`src/rtl/sm_pkg.sv`:
```
// Shared constants of the suspend modulation throttler: register addresses
// and bit positions inside the control bytes.
package sm_pkg;
    localparam int BW = 8;

    localparam logic [BW-1:0] A_PME   = 8'h80;
    localparam logic [BW-1:0] A_IRQT  = 8'h8C;
    localparam logic [BW-1:0] A_VIDT  = 8'h8D;
    localparam logic [BW-1:0] A_OFF   = 8'h94;
    localparam logic [BW-1:0] A_ON    = 8'h95;
    localparam logic [BW-1:0] A_SCFG  = 8'h96;

    localparam int PME_GLOBAL = 0;
    localparam int PME_IRQ    = 3;
    localparam int PME_VID    = 4;
    localparam int SCFG_EN    = 0;

    localparam int NSPD = 2;
endpackage

```
`src/rtl/sm_regs.sv`:
```
// Byte register file of the throttler.
// Assumes one write per cycle. Reads are combinational from cfg_addr.
// Unmapped addresses ignore writes and read as zero.
module sm_regs
    import sm_pkg::*;
(
    input  logic          clk,
    input  logic          rst_n,
    input  logic          we,
    input  logic [BW-1:0] addr,
    input  logic [BW-1:0] wdata,
    output logic [BW-1:0] rdata,
    output logic [BW-1:0] pme,
    output logic [BW-1:0] irq_cnt,
    output logic [BW-1:0] vid_cnt,
    output logic [BW-1:0] off_cnt,
    output logic [BW-1:0] on_cnt,
    output logic [BW-1:0] scfg
);
    // Register update on a write strobe
    always_ff @(posedge clk) begin
        if (!rst_n) begin
            pme     <= '0;
            irq_cnt <= '0;
            vid_cnt <= '0;
            off_cnt <= '0;
            on_cnt  <= '0;
            scfg    <= '0;
        end else if (we) begin
            case (addr)
                A_PME:   pme     <= wdata;
                A_IRQT:  irq_cnt <= wdata;
                A_VIDT:  vid_cnt <= wdata;
                A_OFF:   off_cnt <= wdata;
                A_ON:    on_cnt  <= wdata;
                A_SCFG:  scfg    <= wdata;
                default: ;
            endcase
        end
    end

    // Read multiplexer
    always_comb begin
        case (addr)
            A_PME:   rdata = pme;
            A_IRQT:  rdata = irq_cnt;
            A_VIDT:  rdata = vid_cnt;
            A_OFF:   rdata = off_cnt;
            A_ON:    rdata = on_cnt;
            A_SCFG:  rdata = scfg;
            default: rdata = '0;
        endcase
    end
endmodule

```
`src/rtl/sm_prescaler.sv`:
```
// Divides the system clock down to the phase tick.
// tick is a one-cycle pulse every DIV cycles while run is high.
// restart clears the divider so that the first tick comes DIV cycles later.
module sm_prescaler #(
    parameter int DIV = 1600
) (
    input  logic clk,
    input  logic rst_n,
    input  logic restart,
    input  logic run,
    output logic tick
);
    localparam int CW = (DIV > 1) ? $clog2(DIV) : 1;
    localparam logic [CW-1:0] LAST = CW'(DIV - 1);

    logic [CW-1:0] cnt;

    assign tick = run && (cnt == LAST);

    // Divider counter
    always_ff @(posedge clk) begin
        if (!rst_n || restart)
            cnt <= '0;
        else if (run)
            cnt <= tick ? '0 : cnt + 1'b1;
    end
endmodule

```
`src/rtl/sm_speedup.sv`:
```
// Retriggerable speedup timer counting down in units of MS_DIV clocks.
// A trigger loads the count and restarts the unit divider.
// busy is high while the remaining count is nonzero.
module sm_speedup #(
    parameter int MS_DIV = 50000,
    parameter int CW     = 8
) (
    input  logic          clk,
    input  logic          rst_n,
    input  logic          trig,
    input  logic [CW-1:0] load,
    output logic          busy
);
    localparam int DW = (MS_DIV > 1) ? $clog2(MS_DIV) : 1;
    localparam logic [DW-1:0] LAST = DW'(MS_DIV - 1);

    logic [CW-1:0] rem;
    logic [DW-1:0] div;

    assign busy = (rem != '0);

    // Reload on trigger, otherwise count down one unit per MS_DIV clocks
    always_ff @(posedge clk) begin
        if (!rst_n) begin
            rem <= '0;
            div <= '0;
        end else if (trig) begin
            rem <= load;
            div <= '0;
        end else if (busy) begin
            if (div == LAST) begin
                div <= '0;
                rem <= rem - 1'b1;
            end else begin
                div <= div + 1'b1;
            end
        end
    end
endmodule

```
`src/rtl/sm_phase.sv`:
```
// OFF/ON phase sequencer.
// The counts are latched at start and at every phase boundary, so a phase in
// progress keeps its length. An ON count of zero keeps the OFF phase; an OFF
// count of zero with a nonzero ON count keeps the ON phase.
module sm_phase
    import sm_pkg::*;
(
    input  logic          clk,
    input  logic          rst_n,
    input  logic          start,
    input  logic          tick,
    input  logic [BW-1:0] off_cnt,
    input  logic [BW-1:0] on_cnt,
    output logic          phase_on
);
    logic [BW-1:0] lat_off, lat_on, elapsed, len;
    logic          last;
    logic          nxt_on;

    assign len  = phase_on ? lat_on : lat_off;
    assign last = tick && ((len == '0) || (elapsed == len - 1'b1));

    // Next phase choice from the freshly latched counts
    always_comb begin
        if (phase_on)
            nxt_on = (off_cnt == '0) && (on_cnt != '0);
        else
            nxt_on = (on_cnt != '0);
    end

    // Phase state, latched counts and elapsed ticks
    always_ff @(posedge clk) begin
        if (!rst_n) begin
            phase_on <= 1'b0;
            lat_off  <= '0;
            lat_on   <= '0;
            elapsed  <= '0;
        end else if (start) begin
            phase_on <= (off_cnt == '0) && (on_cnt != '0);
            lat_off  <= off_cnt;
            lat_on   <= on_cnt;
            elapsed  <= '0;
        end else if (last) begin
            phase_on <= nxt_on;
            lat_off  <= off_cnt;
            lat_on   <= on_cnt;
            elapsed  <= '0;
        end else if (tick) begin
            elapsed  <= elapsed + 1'b1;
        end
    end
endmodule

```
`src/rtl/suspmod_throttle.sv`:
```
// Top of the suspend modulation throttler.
// Modulation runs while the enable bit is set and no speedup timer is busy.
// Each rise of that condition restarts the prescaler and begins a fresh OFF
// phase. TICK_DIV is clocks per 32 us tick; MS_DIV is clocks per speedup unit.
module suspmod_throttle
    import sm_pkg::*;
#(
    parameter int TICK_DIV = 1600,
    parameter int MS_DIV   = 50000
) (
    input  logic          clk,
    input  logic          rst_n,
    input  logic          cfg_we,
    input  logic [BW-1:0] cfg_addr,
    input  logic [BW-1:0] cfg_wdata,
    output logic [BW-1:0] cfg_rdata,
    input  logic          irq_evt,
    input  logic          vid_evt,
    output logic          susp_n
);
    logic [BW-1:0] pme, irq_cnt, vid_cnt, off_cnt, on_cnt, scfg;
    logic          mod_en, hold, run, run_q, start, tick, phase_on;

    logic [NSPD-1:0]         evt, en_bit, busy;
    logic [NSPD-1:0][BW-1:0] reload;

    sm_regs u_regs (
        .clk     (clk),
        .rst_n   (rst_n),
        .we      (cfg_we),
        .addr    (cfg_addr),
        .wdata   (cfg_wdata),
        .rdata   (cfg_rdata),
        .pme     (pme),
        .irq_cnt (irq_cnt),
        .vid_cnt (vid_cnt),
        .off_cnt (off_cnt),
        .on_cnt  (on_cnt),
        .scfg    (scfg)
    );

    assign evt    = {vid_evt, irq_evt};
    assign en_bit = {pme[PME_VID], pme[PME_IRQ]};
    assign reload = {vid_cnt, irq_cnt};

    for (genvar g = 0; g < NSPD; g++) begin : g_spd
        sm_speedup #(.MS_DIV(MS_DIV), .CW(BW)) u_tmr (
            .clk   (clk),
            .rst_n (rst_n),
            .trig  (evt[g] && pme[PME_GLOBAL] && en_bit[g]),
            .load  (reload[g]),
            .busy  (busy[g])
        );
    end

    assign mod_en = scfg[SCFG_EN];
    assign hold   = |busy;
    assign run    = mod_en && !hold;
    assign start  = run && !run_q;

    // Remember whether modulation was running in the previous cycle
    always_ff @(posedge clk) begin
        if (!rst_n) run_q <= 1'b0;
        else        run_q <= run;
    end

    sm_prescaler #(.DIV(TICK_DIV)) u_pre (
        .clk     (clk),
        .rst_n   (rst_n),
        .restart (start),
        .run     (run && run_q),
        .tick    (tick)
    );

    sm_phase u_phase (
        .clk      (clk),
        .rst_n    (rst_n),
        .start    (start),
        .tick     (tick),
        .off_cnt  (off_cnt),
        .on_cnt   (on_cnt),
        .phase_on (phase_on)
    );

    assign susp_n = !(run && run_q && phase_on);
endmodule

```
`config.mk`:
```
export PLATFORM = sky130hd
export DESIGN_NAME = suspmod_throttle
export DESIGN_NICKNAME = d
export VERILOG_FILES = /design/src/rtl/sm_pkg.sv /design/src/rtl/sm_regs.sv /design/src/rtl/sm_prescaler.sv /design/src/rtl/sm_speedup.sv /design/src/rtl/sm_phase.sv /design/src/rtl/suspmod_throttle.sv
export SDC_FILE = /design/constraint.sdc
export NUM_CORES = 1
export LEC_CHECK = 0
export ABC_AREA = 0
export CELL_PAD_IN_SITES_DETAIL_PLACEMENT = 0
export CELL_PAD_IN_SITES_GLOBAL_PLACEMENT = 2
export CORE_MARGIN = 4
export CORE_UTILIZATION = 36
export CTS_BUF_LIST = sky130_fd_sc_hd__clkbuf_4 sky130_fd_sc_hd__clkbuf_8
export CTS_CLUSTER_DIAMETER = 120
export DETAILED_ROUTE_END_ITERATION = 8
export DONT_BUFFER_PORTS = 1
export GPL_TIMING_DRIVEN = 0
export PLACE_DENSITY_LB_ADDON = 0.1
export SLEW_MARGIN = 30
export SYNTH_ARGS = -nofsm -noshare
export SYNTH_HDL_FRONTEND = slang
export SYNTH_SLANG_ARGS = --single-unit
export TNS_END_PERCENT = 100
```
`constraint.sdc`:
```
create_clock -name clk -period 3.9 [get_ports clk]
set_input_delay 0.39 -clock clk [delete_from_list [all_inputs] [get_ports clk]]
set_output_delay 0.39 -clock clk [all_outputs]
set_load 0.005 [all_outputs]
```
# Yosys cells after proc, flatten, opt, wreduce, memory -nomap -nowiden
# Cells that the tools add are included.
[classes]
add_sub_neg = 7
eq_ne = 10
mux = 18
n_bitwise = 1
n_reduce_logical = 39
[ops]
columns = ["op", "n"]
rows = [
  ["$mux 8", 11],
  ["$eq 8x8->1 const B", 6],
  ["$pmux 8 s6", 1],
  ["$add 16x1->16 const B", 2],
  ["$eq 16x16->1 const B", 2],
  ["$mux 16", 2],
  ["$reduce_bool 8->1", 3],
  ["$sub 8x1->8 const B", 3],
  ["$logic_not 8->1", 2],
  ["$reduce_and 2->1", 8],
  ["$add 11x1->11 const B", 1],
  ["$eq 11x11->1 const B", 1],
  ["$logic_and 1x1->1", 11],
  ["$mux 11", 1],
  ["$reduce_bool 2->1", 5],
  ["$add 8x1->8 const B", 1],
  ["$eq 8x8->1", 1],
  ["$reduce_or 2->1", 3],
  ["$logic_not 1->1", 4],
  ["$mux 1", 3],
  ["$reduce_or 3->1", 1],
  ["$logic_or 1x1->1", 2],
  ["$not 1->1", 1],
]
[word_totals]
ff_bits = 133
inputBits = 21
out_inout_bits = 9
wordCells = 91

# Longest topological paths before layout
[depth]
ltp_word = 9
ltp_mapped = 14
ltp_nobuf = 9

# Modules after synthesis
# From an unflattened synthesis, not the netlist that was laid out.
[unflattened]
hier_cells = 793
hier_area_um2 = 7129.3
[modules_own_cells]
columns = ["module", "instances", "cells_per_inst", "area_per_inst_um2", "seq_area_each_um2"]
rows = [
  ["sm_speedup", 2, 162, 1345.0, 480.5],
  ["sm_regs", 1, 228, 2264.7, 960.9],
  ["sm_phase", 1, 173, 1512.7, 500.5],
  ["sm_prescaler", 1, 60, 589.3, 220.2],
  ["suspmod_throttle", 1, 8, 72.6, 20.0],
]

# Least setup slack after synthesis
# Ideal clock, no wire load.
[synth_timing]
kind = "register -> register"
start = "register u_phase.phase_on"
end = "register u_phase.elapsed[0]"
setup_ps = 152
arrival_ps = 3523
required_time_ps = 3748
path_slack_ps = 225
stages_incl_launch_ff = 13
path_buffers = 4
synth_period_minus_slack_ps = 3675
path_cell_list = "dfxtp_1 clkbuf_1 clkbuf_1 clkbuf_1 mux2i_1 ha_1 clkbuf_1 nor2_1 or3b_2 a2111oi_0 nand4_1 a211oi_1 nor3_1"
[synth_via]
elab_chain_len = 6
word_cells_on_any_way = 7
classes_between = "1 x add/sub; 1 x eq/ne; 1 x mux; 4 x reduce/logical"
[synth_rtl]
columns = ["element", "line", "rtl"]
rows = [
  ["from (decl)", "sm_phase.sv:14", "output logic phase_on"],
  ["from (signal assigned)", "sm_phase.sv:39", "phase_on <= (off_cnt == '0) && (on_cnt != '0);"],
  ["from (signal assigned)", "sm_phase.sv:44", "phase_on <= nxt_on;"],
  ["$mux 8 (*)", "sm_phase.sv:20", "assign len = phase_on ? lat_on : lat_off;"],
  ["$sub 8x1->8", "sm_phase.sv:21", "assign last = tick && ((len == '0) || (elapsed == len - 1'b1));"],
  ["$eq 8x8->1", "sm_phase.sv:21", ""],
  ["$logic_or 1x1->1 (*)", "sm_phase.sv:21", ""],
  ["$logic_and 1x1->1 (*)", "sm_phase.sv:21", ""],
  ["$reduce_or 3->1 (no source line) (*)", "-", ""],
  ["to (signal assigned)", "sm_phase.sv:49", "elapsed <= elapsed + 1'b1;"],
  ["to (decl)", "sm_phase.sv:16", "logic [BW-1:0] lat_off, lat_on, elapsed, len;"],
]
# Mark *: on every way between the ends. The rest lies on a longest branch, timed or not.
# A chain may end at the register's enable or synchronous reset.

# Final worst setup path
[layout_timing]
start = "register u_phase.phase_on"
end = "register u_phase.elapsed[6]"
# The elaborated chain is that of the path after synthesis.

==> impl_metrics.yaml <==
critical_path:
  worst_path_most_repeated_cell: "clkbuf_2"
  critPathSlowestCell: "or3b_2"
  path_cells: "clkbuf_2, clkbuf_2, mux2i_1, ha_2, nor2_1, or3b_2, a2111oi_1, nand4_1, a211oi_4, buf_4, nor3_1"
  crit-reg2reg-launch: "u_phase.phase_on"
  timing.critical_path.from: "u_phase.phase_on"
  cp.arrival_ps: 3850
  destination_of_the_critical_timing_path: "u_phase.elapsed[6]"
  rr_worst_depth: 11
  reg2reg_to: "u_phase.elapsed[6]"
  path_max_fanout: 10
  worstSetupPathType: "flop to flop"
  crit_path_end_kind: "flop"
  max_incr_delay_on_cp_ps: 500
  setup.worst_path.start_class: "flop"
  timing.reg2reg.setup_slack_ps: 350
  cp_data_required_time_ps: 4200
logic_synthesis:
  ys.warnings.count: 0
  synth-async-reset-ratio_pct: 0
  post_synth_instance_area_um2: 6670
  syn-mean-instance-area_um2: 8.27
  synth-seq-area-share_pct: 39.9
  synth_commonest_cells: "141 x nand2_1, 133 x dfxtp_1, 77 x nand3_1"
  synth-main-ff-cell: "dfxtp_1"
  yosysUniqueCellTypes: 53
  synth_enable_flop_cells: 0
  post-synth-top-area-cell: "dfxtp_1"
  synth-seq-cells: 133
  syn_inst_count: 806
  synth_largest_type_area_fraction_pct: 39.9
  synth_nets: 835
  yosys-top-cells-area: "dfxtp_1 40%, nand2_1 7.9%, nand3_1 5.8%, a21boi_0 5.7%, xor2_1 5.4%"
  most_frequent_cell_after_synthesis: "nand2_1"
layout:
  multi_input_logic_area_um2: 3830
  utilization_pct: 41.1
  antenna-diode-count: 0
  final_layout_size_suffix_gt1_share_pct: 7.19
  final_nets: 853
  syn_to_final_growth_pct: 11.6
  fillerInstances: 1837
  layout.area.seq_um2: 2660
power:
  static_leakage_nw: 2.57
  cellInternalPower_mw: 2.15
  p_total_mw: 2.74
  netSwitchingPower_mw: 0.597
  share_comb_of_total_power_pct: 2.0
  peakVddDrop_v: 0.000182
  clock_power_share_pct: 48.5
  power-per-cell-area_nw_per_um2: 369
  pwr-share-seq_pct: 49.5
  switching_fraction_of_total_power_pct: 21.8
cts:
  path_clk_slew_ps: 80
  tritoncts: "done"
  cts_max_level: 4
  cts_root_buf: "clkbuf_8"
  postCtsHoldBufs: 0
  clk-insertion-delay-late_ps: 440
  clkSinkCount: 133
  maximum_count_of_clock_buffers_along_a_single_path: 2
  cts_made_buffers: 17
floorplanning:
  die_width_um: 144
  num_rows: 49
  fp.dieH_um: 144
  floorplan.initialDensity_pct: 36.9
  core_area_um2: 18100
  die_area_um2: 20800
  ios: 30
detailed_routing:
  drt-wirelength-per-cell_um: 17.0
  starting_drc_count_in_detailed_routing: 336
  drt_wl_total_mm: 18.1
  vias: 5707
  firstDrtPassIters: 5
  ant_nets: 0
  viasPerCell: 5.36
  drc_errors: 0
timing:
  period_minus_slack_ps: 3550
  fin_crit_sh_pct: 91.1
  rel_slew_slack_pct: 35.8
  worst-slew-pin-transition_ps: 956
  report.final.slew_viol_count: 0
  final.setup_skew_ps: 13.2
  setup_viol_count_final: 0
  timing.setup.tns_ps: 0
  fmax_mhz: 281
  post-route-worst-setup-slack_ps: 347
  grt_setup_unrepaired: "false"
  final-hold-violation-count: 0
place:
  placed_wire_length_estimate_mm: 13.7
  dp_slack_ps: -861
  count_of_input_and_output_buffers: 0
  finalWeightedCongestion: 0.823
global_route:
  grtUsageTotal_pct: 18.6
  vias_in_the_first_global_route: 5725
  grt.overflow.total: 0
  grt_max_degree: 17
  grt_pass1_wl_mm: 30.3
  initial_antenna_violation_count: 0
hold_path:
  worst_hold_path.num_cells: 2
  worstHoldStart: "cfg_wdata[7]"
  worstHoldPathType: "primary input to flop"
flow_run:
  max-cap-violations: 0
status:
  status: "complete, no violations"
-- state kept, by name (all words and copies together) (netlist names) --
signal	flops
u_phase.elapsed	8
u_regs.vid_cnt	8
u_phase.phase_on	1
g_spd.u_tmr.div	32
u_regs.scfg	8
u_regs.pme	8
run_q	1
u_regs.on_cnt	8
u_pre.cnt	11
u_phase.lat_off	8
u_regs.irq_cnt	8
u_phase.lat_on	8
u_regs.off_cnt	8
g_spd.u_tmr.rem	16
-- kinds of logic (layout without fill, tap and decap cells) --
kind of cell	Yosys count	after routing	share of synthesized area, %
and+or+nand+nor	392	392	28.7
AOI/OAI and AO/OA	134	134	14.4
DFF	133	133	39.9
xor gates and xnor gates	63	63	8.28
buffers and inverters	49	78	3.12
muxes	27	27	4.05
adders and majority gates	8	8	1.50
-- worst max-delay path: cells and delay by family (launching register included) --
| family | cells | cell delay, ps |
|---|---|---|
| AO/OA/AOI/OAI | 2 | 670 |
| adder cells (fa/ha/maj) | 1 | 330 |
| buffers and inverters | 3 | 770 |
| flip-flops | 1 | 470 |
| multiplexers | 1 | 320 |
| AND/OR/NAND/NOR | 4 | 840 |
-- how the worst min path moves through the flow --
stage                          to  slack [ps]
2_1_floorplan  u_phase.lat_off[6]         440
3_3_place_gp   u_phase.lat_off[6]         450
3_5_place_dp        u_regs.pme[7]         460
4_1_cts          u_regs.on_cnt[1]          70
5_1_grt            u_regs.scfg[1]          70
6_report            u_regs.pme[7]          90
-- cell usage in the layout (no fill, tap or decap), drive strengths merged, types with 5 or more instances in the layout --
cell	instances
nor4	9
or4	6
ha	8
nor4b	5
mux2i	27
xor2	41
a21boi	51
inv	11
dfxtp	133
clkbuf	54
nand3	77
a211oi	11
a21oi	13
or3	9
and3	7
a22oi	25
nor3	25
nor3b	6
xnor2	22
nand4	19
bufinv	5
nor2	63
o21ai	15
nand2	141
o211a	5
-- power groups by stage --
stage | Sequential (mW) | Clock [mW] | Combinational [mW]
global route | 1.36 | 1.43 | 0.0620
detailed placement | 1.39 | 0 | 0.0568
floorplan | 1.39 | 0 | 0.0383
global placement | 1.39 | 0 | 0.0560
finish | 1.36 | 1.33 | 0.0554
CTS | 1.36 | 1.37 | 0.0570
-- area by class of cell --
| type | count | share of cell area (%) |
|---|---|---|
| Buffer | 38 | 2.27 |
| Clock buffer | 18 | 3.33 |
| Clock inverter | 12 | 2.72 |
| Inverter | 9 | 0.454 |
| Multi-Input combinational cell | 624 | 51.5 |
| Sequential cell | 133 | 35.8 |
| Tap cell | 229 | 3.85 |
| Timing Repair Buffer | 1 | 0.101 |
-- layer usage --
layer,vias up,wire (um),global-route usage [%]
li1,2906,-,-
met1,2694,8430,23.9
met2,89,8600,31.1
met3,18,863,5.09
met4,0,208,4.66
met5,-,0,0
-- per-stage QoR --
step,hold WS (ps),instance area [um^2],cells
5_1_grt,67.1,7440,1064
2_1_floorplan,437,6670,806
4_1_cts,65.6,7440,1066
6_report,93.4,7440,1064
3_3_place_gp,451,6950,1035
3_5_place_dp,458,6960,1035
-- repair_timing --
item / CTS / global route
setup buffers: 1 / 0
endpoints found under the setup margin: 18 / 18
resized for setup: 5 / 1
pin swaps: 1 / 0
Power figures use the tool's default switching activity.
